<file path="src/rtl/wkp_pkg.sv">
// Shared types for the bus wake-up pattern detector.
// Assumes: phases are visited strictly in the listed order.
package wkp_pkg;
    typedef enum logic [1:0] {
        PH_FIRST_DOM  = 2'd0,
        PH_GAP_REC    = 2'd1,
        PH_SECOND_DOM = 2'd2,
        PH_HELD       = 2'd3
    } wake_phase_t;
endpackage

</file>
<file path="src/rtl/wkp_pulse_filter.sv">
// Run-length filter: counts consecutive cycles in which the bus matches the
// level wanted by the current phase, and flags the cycle on which the run
// reaches its minimum. A mismatch zeroes the run, which removes glitches.
// Assumes: min_len of 0 behaves like 1; restart is pulsed on every phase change.
module wkp_pulse_filter #(
    parameter int CNT_W = 8
) (
    input  logic             clk,
    input  logic             rst_n,
    input  logic             restart,
    input  logic             bus_dom,
    input  logic             want_dom,
    input  logic [CNT_W-1:0] min_len,
    output logic             qualified
);
    logic [CNT_W-1:0] run_q;
    logic [CNT_W:0]   run_inc;
    logic             match;

    // Compare the current run against the minimum.
    always_comb begin
        match     = (bus_dom == want_dom);
        run_inc   = {1'b0, run_q} + 1'b1;
        qualified = match && (run_inc >= {1'b0, min_len});
    end

    // Advance or zero the run counter; it never exceeds min_len-1.
    always_ff @(posedge clk) begin
        if (!rst_n)
            run_q <= '0;
        else if (restart || !match || qualified)
            run_q <= '0;
        else
            run_q <= run_inc[CNT_W-1:0];
    end
endmodule

</file>
<file path="src/rtl/wkp_window_timer.sv">
// Completion-window timer: counts cycles spent after the first dominant phase
// has qualified and signals expiry on the cycle that reaches the limit.
// Assumes: 'active' is high in the cycles counted; 'hold' says the next
// cycle is still inside the window.
module wkp_window_timer #(
    parameter int TMO_W = 12
) (
    input  logic             clk,
    input  logic             rst_n,
    input  logic             active,
    input  logic             hold,
    input  logic [TMO_W-1:0] limit,
    output logic             expired
);
    logic [TMO_W-1:0] elapsed_q;
    logic [TMO_W:0]   elapsed_inc;

    // Cycle k of the window (elapsed_q = k-1) expires when k >= limit.
    always_comb begin
        elapsed_inc = {1'b0, elapsed_q} + 1'b1;
        expired     = active && (elapsed_inc >= {1'b0, limit});
    end

    // Count while the window stays open, otherwise return to zero.
    always_ff @(posedge clk) begin
        if (!rst_n)
            elapsed_q <= '0;
        else if (active && hold)
            elapsed_q <= elapsed_inc[TMO_W-1:0];
        else
            elapsed_q <= '0;
    end
endmodule

</file>
<file path="src/rtl/wkp_phase_seq.sv">
// Phase sequencer: steps through first dominant, recessive gap, second
// dominant, then holds. It owns the sticky wake flag. Completion on the
// final qualifying cycle takes priority over window expiry; otherwise expiry
// returns the search to its start.
// Assumes: qualified/expired are combinational from the current phase.
module wkp_phase_seq
    import wkp_pkg::*;
(
    input  logic        clk,
    input  logic        rst_n,
    input  logic        enable,
    input  logic        clear,
    input  logic        qualified,
    input  logic        expired,
    output wake_phase_t phase_q,
    output wake_phase_t phase_d,
    output logic        wake_q
);
    logic complete;

    // Choose the next phase.
    always_comb begin
        phase_d  = phase_q;
        complete = 1'b0;
        if (!enable || clear) begin
            phase_d = PH_FIRST_DOM;
        end else begin
            unique case (phase_q)
                PH_FIRST_DOM:  if (qualified) phase_d = PH_GAP_REC;
                PH_GAP_REC: begin
                    if (expired)        phase_d = PH_FIRST_DOM;
                    else if (qualified) phase_d = PH_SECOND_DOM;
                end
                PH_SECOND_DOM: begin
                    if (qualified) begin
                        phase_d  = PH_HELD;
                        complete = 1'b1;
                    end else if (expired) begin
                        phase_d = PH_FIRST_DOM;
                    end
                end
                PH_HELD:       phase_d = PH_HELD;
                default:       phase_d = PH_FIRST_DOM;
            endcase
        end
    end

    // Register the phase.
    always_ff @(posedge clk) begin
        if (!rst_n) phase_q <= PH_FIRST_DOM;
        else        phase_q <= phase_d;
    end

    // Sticky wake flag: set on completion, dropped only by clear.
    always_ff @(posedge clk) begin
        if (!rst_n)        wake_q <= 1'b0;
        else if (clear)    wake_q <= 1'b0;
        else if (complete) wake_q <= 1'b1;
    end
endmodule

</file>
<file path="src/rtl/bus_wake_detector.sv">
// Top of the bus wake-up pattern detector. It wires one run filter, shared
// by all phases, to the window timer and the phase sequencer. The filter's
// target level and minimum follow the current phase.
// Assumes: bus_dom is already synchronous to clk; thresholds are static
// while a search is in progress.
module bus_wake_detector
    import wkp_pkg::*;
#(
    parameter int CNT_W = 8,
    parameter int TMO_W = 12
) (
    input  logic             clk,
    input  logic             rst_n,
    input  logic             enable,
    input  logic             clear,
    input  logic             bus_dom,
    input  logic [CNT_W-1:0] dom_min,
    input  logic [CNT_W-1:0] rec_min,
    input  logic [TMO_W-1:0] window,
    output logic             wake_flag,
    output logic             rxd
);
    wake_phase_t      phase_q;
    wake_phase_t      phase_d;
    logic             want_dom;
    logic [CNT_W-1:0] min_len;
    logic             restart;
    logic             qualified;
    logic             in_window;
    logic             stay_window;
    logic             expired;
    logic             wake_q;

    // Derive filter target, restart and window controls from the phase.
    always_comb begin
        want_dom    = (phase_q != PH_GAP_REC);
        min_len     = want_dom ? dom_min : rec_min;
        restart     = (phase_d != phase_q) || (phase_q == PH_HELD);
        in_window   = (phase_q == PH_GAP_REC) || (phase_q == PH_SECOND_DOM);
        stay_window = (phase_d == PH_GAP_REC) || (phase_d == PH_SECOND_DOM);
    end

    wkp_pulse_filter #(.CNT_W(CNT_W)) u_filter (
        .clk       (clk),
        .rst_n     (rst_n),
        .restart   (restart),
        .bus_dom   (bus_dom),
        .want_dom  (want_dom),
        .min_len   (min_len),
        .qualified (qualified)
    );

    wkp_window_timer #(.TMO_W(TMO_W)) u_timer (
        .clk     (clk),
        .rst_n   (rst_n),
        .active  (in_window),
        .hold    (stay_window),
        .limit   (window),
        .expired (expired)
    );

    wkp_phase_seq u_seq (
        .clk       (clk),
        .rst_n     (rst_n),
        .enable    (enable),
        .clear     (clear),
        .qualified (qualified),
        .expired   (expired),
        .phase_q   (phase_q),
        .phase_d   (phase_d),
        .wake_q    (wake_q)
    );

    // Drive the outputs: receive data idles high and falls with the wake.
    always_comb begin
        wake_flag = wake_q;
        rxd       = ~wake_q;
    end
endmodule

</file>
<file path="config.mk">
export PLATFORM = sky130hd
export DESIGN_NAME = bus_wake_detector
export DESIGN_NICKNAME = d
export VERILOG_FILES = /design/src/rtl/wkp_pkg.sv /design/src/rtl/wkp_pulse_filter.sv /design/src/rtl/wkp_window_timer.sv /design/src/rtl/wkp_phase_seq.sv /design/src/rtl/bus_wake_detector.sv
export SDC_FILE = /design/constraint.sdc
export NUM_CORES = 1
export LEC_CHECK = 0
export ABC_AREA = 1
export BUFFER_PORTS_ARGS = -buffer_cell sky130_fd_sc_hd__buf_4
export CORE_ASPECT_RATIO = 0.8
export CORE_MARGIN = 5
export CORE_UTILIZATION = 25
export DETAILED_ROUTE_END_ITERATION = 10
export GPL_TIMING_DRIVEN = 0
export MAX_ROUTING_LAYER = met4
export SYNTH_ARGS = -nofsm -noshare
export SYNTH_HDL_FRONTEND = slang
export SYNTH_SLANG_ARGS = --single-unit
</file>
<file path="constraint.sdc">
create_clock -name clk -period 6.3 [get_ports clk]
set_input_delay 0.63 -clock clk [delete_from_list [all_inputs] [get_ports clk]]
set_output_delay 0.63 -clock clk [all_outputs]
set_load 0.02 [all_outputs]
</file>
==> impl_results.md, run 1 <==
- Cell repeated most along the worst path: nand2_1
- FF-to-FF path depth: 23
- Gate Count Post-Synth: 280
- Num ports: 35
- Vias in the first global route: around 1600
- Setup violators final: 0
- Register area share after synthesis: 0.239
- Status: finished, final reports clean
- Clk sinks: 23
- Routed via count: between 1500 and 2000
- Synth top cells by count: inv_1 (61), nand2_1 (58), nor2_1 (31), ha_1 (26), dfxtp_1 (23)
- Crit end category: register
- Top cell type's share of synthesized area: 0.239
- Post-Synth Simple-Gate Area: 0.329
- Main synth FF type: dfxtp_1
- Die extent in x: 108 µm
- Port Buffer Count: 34
- Hold path endpoint: u_filter.run_q[0]
- Core box area: 7460 µm²
- Full die area: about 9600 µm²
- NumNets Final: 378
- GR Util All Layers: 0.0853
- Row count: 28
- Max IR drop VDD: 0.0589 mV
- RSZ-0062 raised after global routing: false
- DRC viols: 0
- Post-synth EDFFs: 0
- Leakage: 0.00122 µW
- Antenna viol nets, final: 0
- Crit Path Category: register to register
- R2r setup slk: about 3200 ps
- Post-synth top area cell: dfxtp_1
- H-tree depth: 1
- Hold WC Path Type: register to register
- Final setup TNS: 0 ps
- Layout cells sized above 1: 0.201
- Syn avg cell area: 6.88 µm²
- Worst rel slew slack: 0.792
- Die height: 88.5 µm
- Post-CTS setup buffers: 0
- Worst-path fanout max: 10
- Async set-or-reset flop fraction in the synthesized netlist: 0
- Area Growth Syn to Fin: 22.4%
- Hold path depth: 1
- CTS clock-pin slew for the worst setup and hold paths: 80 ps
- Worst R2R Start: u_timer.elapsed_q[0]
- Largest family of logic cells by synthesized area: simple AND/OR/NAND/NOR gates
- Crit path buf inv count: 3
- Initial antenna violation count: 0
- Gr ovfl total: 0
- Initial DRC count: 31
- Worst setup SP type: register
- Top area cells in the synthesized netlist: dfxtp_1 (24%), ha_1 (17%), inv_1 (12%), nand2_1 (11%), nor2_1 (6.0%)
- Yosys cell types: 27
- CP peak stage delay: 400 ps
- Post-Synth Adder-Cell Area: 0.169
- Worst-path cell chain: ha_1 > nand2_1 > nor2_2 > nand3_1 > xor2_1 > inv_1 > ha_1 > a21oi_1 > nor2_1 > nor2_1 > and2_1 > nand3_1 > nand2_1 > nand2_1 > nand2_1 > nand2_1 > nand2_1 > nand2_2 > inv_1 > nand2_1 > nand3_2 > buf_6 > nor2_2
- Largest net degree at the start of global routing: 13
- Fin crit share: 0.485
- Max stage delay cell, worst path: dfxtp_1
- Syn_nets: 339
- Global-route wire length before repair: 6510 µm
- Combinational share of power: 0.132
- Synth warnings: 0
- Clk buf depth: 2
- Req. time, crit path: between 6000 and 7000 ps
- Clock Latency Late Sink: 260 ps
- Switch Pwr: 61.8 µW
- Diodes inserted: 0
- TritonRoute pass-1 iters: 4
- Post-synthesis mux area share: 0.0422
- Yosys reg bits: 23
- Vias/cell: 3.99
- PnR worst setup slack: about 3200 ps
- Seq pwr share: 0.536
- Power Internal: between 200 and 250 µW
- Worst-margin pin slew: ~310 ps
- Clock network power share: 0.333
- Sw frac: 0.226
- Most frequent cell after synthesis: inv_1
- Top delay family on crit path: simple AND/OR/NAND/NOR gates
- Clk_skew: 5.93 ps
- FF-to-FF End: u_timer.elapsed_q[0]
- Max-slew violations: 0
- CTS tree: built
- Gp weighted congestion: 0.851
- Initial Util: 0.258
- Worst hold start: u_filter.run_q[0]
- Post-synthesis xor/xnor area fraction: 0.0545
- Average wire per standard cell: 8.96 µm
- WL final: ~3800 µm
- Mapped cell area: 1930 µm²
- Critical path data arrival time: about 3200 ps
- Achievable Freq: 327 MHz
- Max Cap Violations: 0
- Complex-gate fraction of the synthesized area: 0.0357
- Dpl hpwl: 3300 µm
- Post-CTS resize count: 0
- Placement Setup Slack: roughly 3200 ps
- Hold Vio Cnt, Final: 0
- Fin crit period: 3050 ps
- Pwr Density: between 100 and 150 nW/µm²
- Total CTS buffers: 3
- Root buffer cell: clkbuf_8
- Post-CTS Hold Fix Bufs: 0
power groups by stage:
stage / Clock (µW) / Combinational, µW / Sequential (µW)
floorplan: 0 / 17.3 / 150
detailed placement: 0 / 36.5 / 150
CTS: 95.9 / 36.7 / 147
finish: 91.0 / 36.0 / 147
global route: 102 / 41.8 / 147
global placement: 0 / 35.8 / 150
cell families (layout without fill, tap and decap cells):
family / after synthesis / in the layout
AOI/OAI and AO/OA: 11 / 11
xor gates and xnor gates: 12 / 12
adders and majority gates: 26 / 26
buffers and inverters: 63 / 101
DFF: 23 / 23
muxes: 8 / 8
and+or+nand+nor: 137 / 137
cell type report:
cell class / instances / area (µm²)
Clock buffer: 4 / 45.0
Fill cell: 816 / 5100
Multi-Input combinational cell: 194 / 1210
Sequential cell: 23 / 460
Inverter: 61 / 229
Tap cell: 105 / 131
Buffer: 2 / 22.5
Timing Repair Buffer: 34 / 255
flip-flops by register name, summed over array words and instances (netlist names):
signal / count
u_seq.wake_q: 1
u_seq.phase_q: 2
u_filter.run_q: 8
u_timer.elapsed_q: 12
through the flow:
step	instances	hold slack, ps	instance area (µm²)	utilization	power (µW)
2_1_floorplan	280	433	1930	-	167
3_3_place_gp	419	455	2310	0.310	186
3_5_place_dp	419	460	2310	0.310	187
4_1_cts	423	479	2360	0.316	279
5_1_grt	423	521	2360	0.316	290
6_report	423	478	2360	0.316	273
layout by cell type, fill, tap and decap left out, drive strengths merged, types with 4 or more instances in the layout:
cell and instances:
a21oi 7, buf 36, clkbuf 4, dfxtp 23
ha 26, inv 61, mux2i 7, nand2 64
nand3 17, nand4 6, nor2 45, xor2 10
worst reg2reg max path, stage by stage (launching register included):
cell and delay [ps]:
dfxtp_1 400, ha_1 190, nand2_1 80, nor2_2 220, nand3_1 130, xor2_1 230, inv_1 90, ha_1 290
a21oi_1 130, nor2_1 60, nor2_1 70, and2_1 120, nand3_1 80, nand2_1 110, nand2_1 60, nand2_1 60
nand2_1 50, nand2_1 80, nand2_2 80, inv_1 60, nand2_1 60, nand3_2 90, buf_6 170, nor2_2 40
worst max path at each step:
| stage | to | slack [ps] | cells after the start | start |
|---|---|---|---|---|
| floorplan | u_timer.elapsed_q[10] | 3650 | 23 | u_timer.elapsed_q[0] |
| global placement | u_timer.elapsed_q[11] | 3270 | 23 | u_timer.elapsed_q[0] |
| detailed placement | u_timer.elapsed_q[11] | 3240 | 23 | u_timer.elapsed_q[0] |
| CTS | u_timer.elapsed_q[3] | 3210 | 23 | u_timer.elapsed_q[0] |
| global route | u_filter.run_q[0] | 2880 | 21 | u_timer.elapsed_q[0] |
| finish | u_timer.elapsed_q[0] | 3250 | 23 | u_timer.elapsed_q[0] |
routing by layer:
metal  wire length [µm]  GRT usage  vias up  part of all wire
met1               2010      0.114      726              0.53
met2               1600      0.134       25              0.42
met4                  0    0.00688        0                 0
li1                   -          -      935                 -
met3                173     0.0233        0             0.046
met5                  0          -        -                 0
Power figures use the tool's default switching activity.
==> run 2, diff against run 1 <==
==> constraint.sdc (replaced) <==
create_clock -name clk -period 2.6 [get_ports clk]
set_input_delay 0.26 -clock clk [delete_from_list [all_inputs] [get_ports clk]]
set_output_delay 0.26 -clock clk [all_outputs]
set_load 0.02 [all_outputs]
==> impl_results.md, run 2 (synthesis gave the netlist of run 1 again) <==
- RSZ-0062 raised after global routing: true
- Num ports: 35 (unchanged)
- Full die area: 9570 µm² (unchanged)
- CP startpoint: u_timer.elapsed_q[6]
- TritonRoute pass-1 iters: 4 (unchanged)
- Leakage: 0.00145 µW (+19%)
- Fin crit period: 2880 ps (-175 ps)
- Vias/cell: 4.13 (+3.5%)
- Pwr Total: 679 µW (+150%)
- Port Buffer Count: 34 (unchanged)
- Max IR drop VDD: 0.166 mV (+180%)
- Initial DRC count: 50 (+61%)
- Cell repeated most along the worst path: nand2_1
- NumNets Final: 403 (+6.6%)
- Largest net degree at the start of global routing: 13 (unchanged)
- Worst setup SP type: register
- DRC viols: 0 (unchanged)
- Violated checks: negative setup slack
- CTS clock-pin slew for the worst setup and hold paths: 90 ps (about the same)
- Average wire per standard cell: 10.5 µm (+17%)
- Worst rel slew slack: 0.778 (-0.0147)
- Worst R2R Start: u_timer.elapsed_q[6]
- H-tree depth: 1 (unchanged)
- FF-to-FF End: u_timer.elapsed_q[2]
- Hold WC Path Type: input pin to register
- Hold Vio Cnt, Final: 0 (unchanged)
- Largest registers: u_timer.elapsed_q x12, u_filter.run_q x8, u_seq.phase_q x2
- Pwr Density: 224 nW/µm² (+93%)
- Final setup TNS: -4450 ps (-4450 ps)
- Worst path depth: 23 (unchanged)
- Fin crit share: 1.11 (+0.623)
- CTS tree: built
- Finished Cell Area: 3030 µm² (+29%)
- Max Cap Violations: 0 (unchanged)
- Crit path buf inv count: 5 (+2)
- Initial antenna violation count: 0 (unchanged)
- FF-to-FF path depth: 23 (unchanged)
- Most frequent cells in the layout: inv_1 (54), buf_4 (53), nand2_1 (47), nor2_1 (19), ha_1 (18)
- R2r setup slk: -280 ps (-3530 ps)
- Setup crit end: u_timer.elapsed_q[2]
- GR Util All Layers: 0.0977 (+0.0124)
- Top delay family on crit path: simple AND/OR/NAND/NOR gates
- Worst-path fanout max: 5 (-5)
- Area Growth Syn to Fin: 57.5%
- CP peak stage delay: 370 ps (-30 ps)
- Crit Path Category: register to register
- Routed via count: 1848 (+9.6%)
- Antenna viol nets, final: 0 (unchanged)
- Max stage delay cell, worst path: dfxtp_4
- Vias in the first global route: 1739 (+10%)
- Setup violators final: 20 (+20)
- Initial Util: 0.258 (unchanged)
- Dpl hpwl: 3290 µm (-0.24%)
- Global-route wire length before repair: 7450 µm (+15%)
- Clk buf depth: 2 (unchanged)
- Die extent in x: 108 µm (unchanged)
- Achievable Freq: 347 MHz (+6.1%)
- Gr ovfl total: 0 (unchanged)
- Clk_skew: 7.35 ps (+1.42 ps)
- Number of flip-flops in the largest register: 12 (unchanged)
- Worst-path cell chain: nand2_2 > nor2_4 > nand4_1 > xor2_2 > inv_2 > ha_4 > and3_4 > nand2_1 > inv_1 > nand2_1 > nand3_2 > nand2_2 > nand2_1 > nand2_1 > nand2_1 > nand2_2 > nand2_4 > inv_2 > nand2_2 > nand3_4 > buf_12 > buf_16 > nor2_2
- Core box area: 7460 µm² (unchanged)
- WL final: 4710 µm (+24%)
- Hold Slack: 151 ps (-327 ps)
- Status: finished, violations left
- Total CTS buffers: 3 (unchanged)
- Max-slew violations: 0 (unchanged)
- Diodes inserted: 0 (unchanged)
- Root buffer cell: clkbuf_8
- Post-Place Cell Area: 2320 µm² (+0.49%)
- Critical path data arrival time: 3080 ps (-130 ps)
- Die height: 88.5 µm (unchanged)
- PnR worst setup slack: -280 ps (-3530 ps)
- Clock Latency Late Sink: 270 ps (about the same)
- Req. time, crit path: 2800 ps (-3650 ps)
- Post-CTS Hold Fix Bufs: 0 (unchanged)
- Commonest non-fill, non-tap cell in the layout: inv_1
- Clk sinks: 23 (unchanged)
- Worst-margin pin slew: 331 ps (+22.1 ps)
- Row count: 28 (unchanged)
- Layout cells sized above 1: 0.464 (+0.262)
- Crit end category: register
- Most flops, register: u_timer.elapsed_q
- Gp weighted congestion: 0.863 (+1.5%)
-- run 2: layer usage --
metal / GRT usage / vias up / share of wire
li1: - / 983 / -
met1: 0.134 / 834 / 0.49
met2: 0.148 / 29 / 0.47
met3: 0.0197 / 2 / 0.033
met4: 0.0241 / 0 / 0.0076
met5: - / - / 0
-- run 2: area by class of cell --
cell class	count	area [µm²]
multi-input combinational	194	1610
timing repair buffer	59	499
clock buffer	4	45.0
sequential	23	493
inverter	61	229
buffer	2	30.0
tap	105	131
fill	752	4430
-- run 2: how the worst min path moves through the flow --
stage	from	endpoint	slack, ps	cells past startpoint
floorplan	clear	u_seq.wake_q	340	1
global placement	u_timer.elapsed_q[0]	u_timer.elapsed_q[0]	430	1
detailed placement	u_timer.elapsed_q[0]	u_timer.elapsed_q[0]	430	1
CTS	clear	u_seq.wake_q	150	2
global route	clear	u_seq.wake_q	140	2
finish	clear	u_seq.wake_q	150	2
-- run 2: stage by stage --
| step | utilization | setup slack, ps | std cells |
|---|---|---|---|
| after floorplan | - | 1.21 | 280 |
| after global placement | 0.312 | -386 | 419 |
| after detailed placement | 0.312 | -385 | 419 |
| after CTS | 0.360 | -290 | 438 |
| after global routing | 0.407 | -521 | 448 |
| final | 0.407 | -280 | 448 |
-- run 2: what timing repair did --
item / in CTS / in global routing
pin swaps: 24 / 38
endpoints found under the setup margin: 22 / 22
cloned: 1 / 0
gates resized for setup: 41 / 60
setup buffers: 14 / 10
-- run 2: where the power goes --
part | leakage, µW | total, µW | switching (µW) | internal [µW]
Combinational | 0.00123 | 102 | 44.2 | 58.1
Clock | 0.0000228 | 226 | 117 | 109
Sequential | 0.000194 | 350 | 2.72 | 347
==> run 3, diff against run 2 <==
--- a/config.mk
+++ b/config.mk
@@ -13,6 +13,7 @@
 export DETAILED_ROUTE_END_ITERATION = 10
 export GPL_TIMING_DRIVEN = 0
 export MAX_ROUTING_LAYER = met4
+export RECOVER_POWER = 50
 export SYNTH_ARGS = -nofsm -noshare
 export SYNTH_HDL_FRONTEND = slang
 export SYNTH_SLANG_ARGS = --single-unit
==> impl_results.md, run 3 (synthesis gave the netlist of run 1 again) <==
- Worst rel slew slack: 0.778 (unchanged)
- Fin crit share: 1.11 (about the same)
- Area Growth Syn to Fin: 57.1%
- Combinational share of power: 0.151 (about the same)
- Routed via count: 1848 (unchanged)
- Met1 GRT Util: 0.134 (unchanged)
- Leakage: 0.00144 µW (-0.50%)
- Total CTS buffers: 3 (unchanged)
- Most flops, register: u_timer.elapsed_q
- Commonest non-fill, non-tap cell in the layout: inv_1
- GR Util met3: 0.0197 (unchanged)
- Core box area: 7460 µm² (unchanged)
- NumNets Final: 403 (unchanged)
- Root buffer cell: clkbuf_8
- H-tree depth: 1 (unchanged)
- Max-slew violations: 0 (unchanged)
- Die height: 88.5 µm (unchanged)
- Critical path data arrival time: 3080 ps (about the same)
- CTS tree: built
- Finished Cell Area: 3030 µm² (-0.25%)
- Worst setup SP type: register
- Hold WC Path Type: input pin to register
- Achievable Freq: 347 MHz (about the same)
- Clk sinks: 23 (unchanged)
- Global-route wire length before repair: 7450 µm (unchanged)
- Layout cells sized above 1: 0.458 (-0.00583)
- Num ports: 35 (unchanged)
- Hold Slack: 151 ps (-0.0810 ps)
- Post-Place Cell Area: 2320 µm² (unchanged)
- WL final: 4720 µm (+0.11%)
- Worst-margin pin slew: 331 ps (+0.000238 ps)
- Violated checks: negative setup slack
- Dpl hpwl: 3290 µm (unchanged)
- Max stage delay cell, worst path: dfxtp_4
- Gr ovfl total: 0 (unchanged)
- Fin crit period: 2880 ps (-0.0720 ps)
- Number of flip-flops in the largest register: 12 (unchanged)
- Req. time, crit path: 2800 ps (about the same)
- Cell repeated most along the worst path: nand2_1
- Switch Pwr: 164 µW (about the same)
- Clock network power share: 0.334 (about the same)
- Pwr Total: 679 µW (about the same)
- CP peak stage delay: 370 ps (about the same)
- Port Buffer Count: 34 (unchanged)
- Worst-path cell chain: nand2_2 > nor2_4 > nand4_1 > xor2_2 > inv_2 > ha_4 > and3_4 > nand2_1 > inv_1 > nand2_1 > nand3_2 > nand2_2 > nand2_1 > nand2_1 > nand2_1 > nand2_2 > nand2_4 > inv_2 > nand2_2 > nand3_4 > buf_12 > buf_16 > nor2_2
- Max Cap Violations: 0 (unchanged)
- Pwr Density: 224 nW/µm² (+0.25%)
- PnR worst setup slack: -280 ps (+0.0720 ps)
- Full die area: 9570 µm² (unchanged)
- Post-CTS Hold Fix Bufs: 0 (unchanged)
- Die extent in x: 108 µm (unchanged)
- RSZ-0062 raised after global routing: true
- Diodes inserted: 0 (unchanged)
- Vias/cell: 4.13 (unchanged)
- Most frequent cells in the layout: inv_1 (54), buf_4 (51), nand2_1 (47), nor2_1 (19), ha_1 (18)
- Worst-path fanout max: 5 (unchanged)
- Status: finished, violations left
- Hold Vio Cnt, Final: 0 (unchanged)
- Initial DRC count: 50 (unchanged)
- Met2 usage: 0.148 (unchanged)
- TritonRoute pass-1 iters: 4 (unchanged)
- GR Util All Layers: 0.0977 (unchanged)
- Largest net degree at the start of global routing: 13 (unchanged)
- Clk_skew: 7.36 ps (+0.00832 ps)
- Post-layout util: 0.406 (-0.00101)
- Power Internal: 515 µW (about the same)
- Seq pwr share: 0.516 (about the same)
- Setup violators final: 20 (unchanged)
- Clk buf depth: 2 (unchanged)
- Top delay family on crit path: simple AND/OR/NAND/NOR gates
- Initial Util: 0.258 (unchanged)
- Crit path buf inv count: 5 (unchanged)
- Most crowded layer after global routing: met2
- Crit Path Category: register to register
- Largest registers: u_timer.elapsed_q x12, u_filter.run_q x8, u_seq.phase_q x2
- Row count: 28 (unchanged)
- Antenna viol nets, final: 0 (unchanged)
- Sw frac: 0.242 (about the same)
- CTS clock-pin slew for the worst setup and hold paths: 90 ps (about the same)
- DRC viols: 0 (unchanged)
- Max IR drop VDD: 0.166 mV (about the same)
- Average wire per standard cell: 10.5 µm (+0.11%)
- Gp weighted congestion: 0.863 (unchanged)
- Vias in the first global route: 1739 (unchanged)
- Crit end category: register
- Initial antenna violation count: 0 (unchanged)
- Clock Latency Late Sink: 270 ps (about the same)
[run 3: cell count changes in the layout (fill, tap and decap cells not counted)]
cell and change:
buf_4 -2, clkbuf_1 +2
[run 3: power by group through the flow]
stage                     registers, µW  logic (µW)  clock network (µW)
after global routing                350         117                 257
after global placement              364        87.6                   0
after floorplan                     363        42.1                   0
after CTS                           356        96.4                 237
final                               350         102                 226
after detailed placement            364        88.9                   0
[run 3: path summary, 6_finish.rpt]
kind / startpoint / endpoint / slack, ps / cells after the start
worst max-delay path: u_timer.elapsed_q[6] / u_timer.elapsed_q[2] / -280 / 23
worst min-delay path: clear / u_seq.wake_q / 150 / 2
worst max register to register: u_timer.elapsed_q[6] / u_timer.elapsed_q[2] / -280 / 23
worst min register to register: u_filter.run_q[0] / u_filter.run_q[0] / 440 / 1
[run 3: layer usage]
layer,wire length (µm),vias up
li1,-,983
met1,2330,834
met2,2190,29
met3,155,2
met4,36,0
met5,0,-
[run 3: cell type report]
class,instances,area [µm²]
fill,755,4440
multi-input combinational,194,1610
sequential,23,493
timing repair buffer,59,492
inverter,61,229
tap,105,131
clock buffer,4,45.0
buffer,2,30.0
[run 3: per-stage QoR]
step                setup slack [ps]  cells  setup TNS, ps
finish                          -280    448          -4450
floorplan                       1.21    280              0
CTS                             -290    438          -4490
detailed placement              -385    419          -6990
global route                    -521    448          -9730
global placement                -386    419          -6960
[run 3: what timing repair did]
item / 4_1_cts / 5_1_grt
setup buffers: 14 / 10
resized for setup: 41 / 60
endpoints found under the setup margin: 22 / 22
gates cloned: 1 / 0
pin swaps: 24 / 38
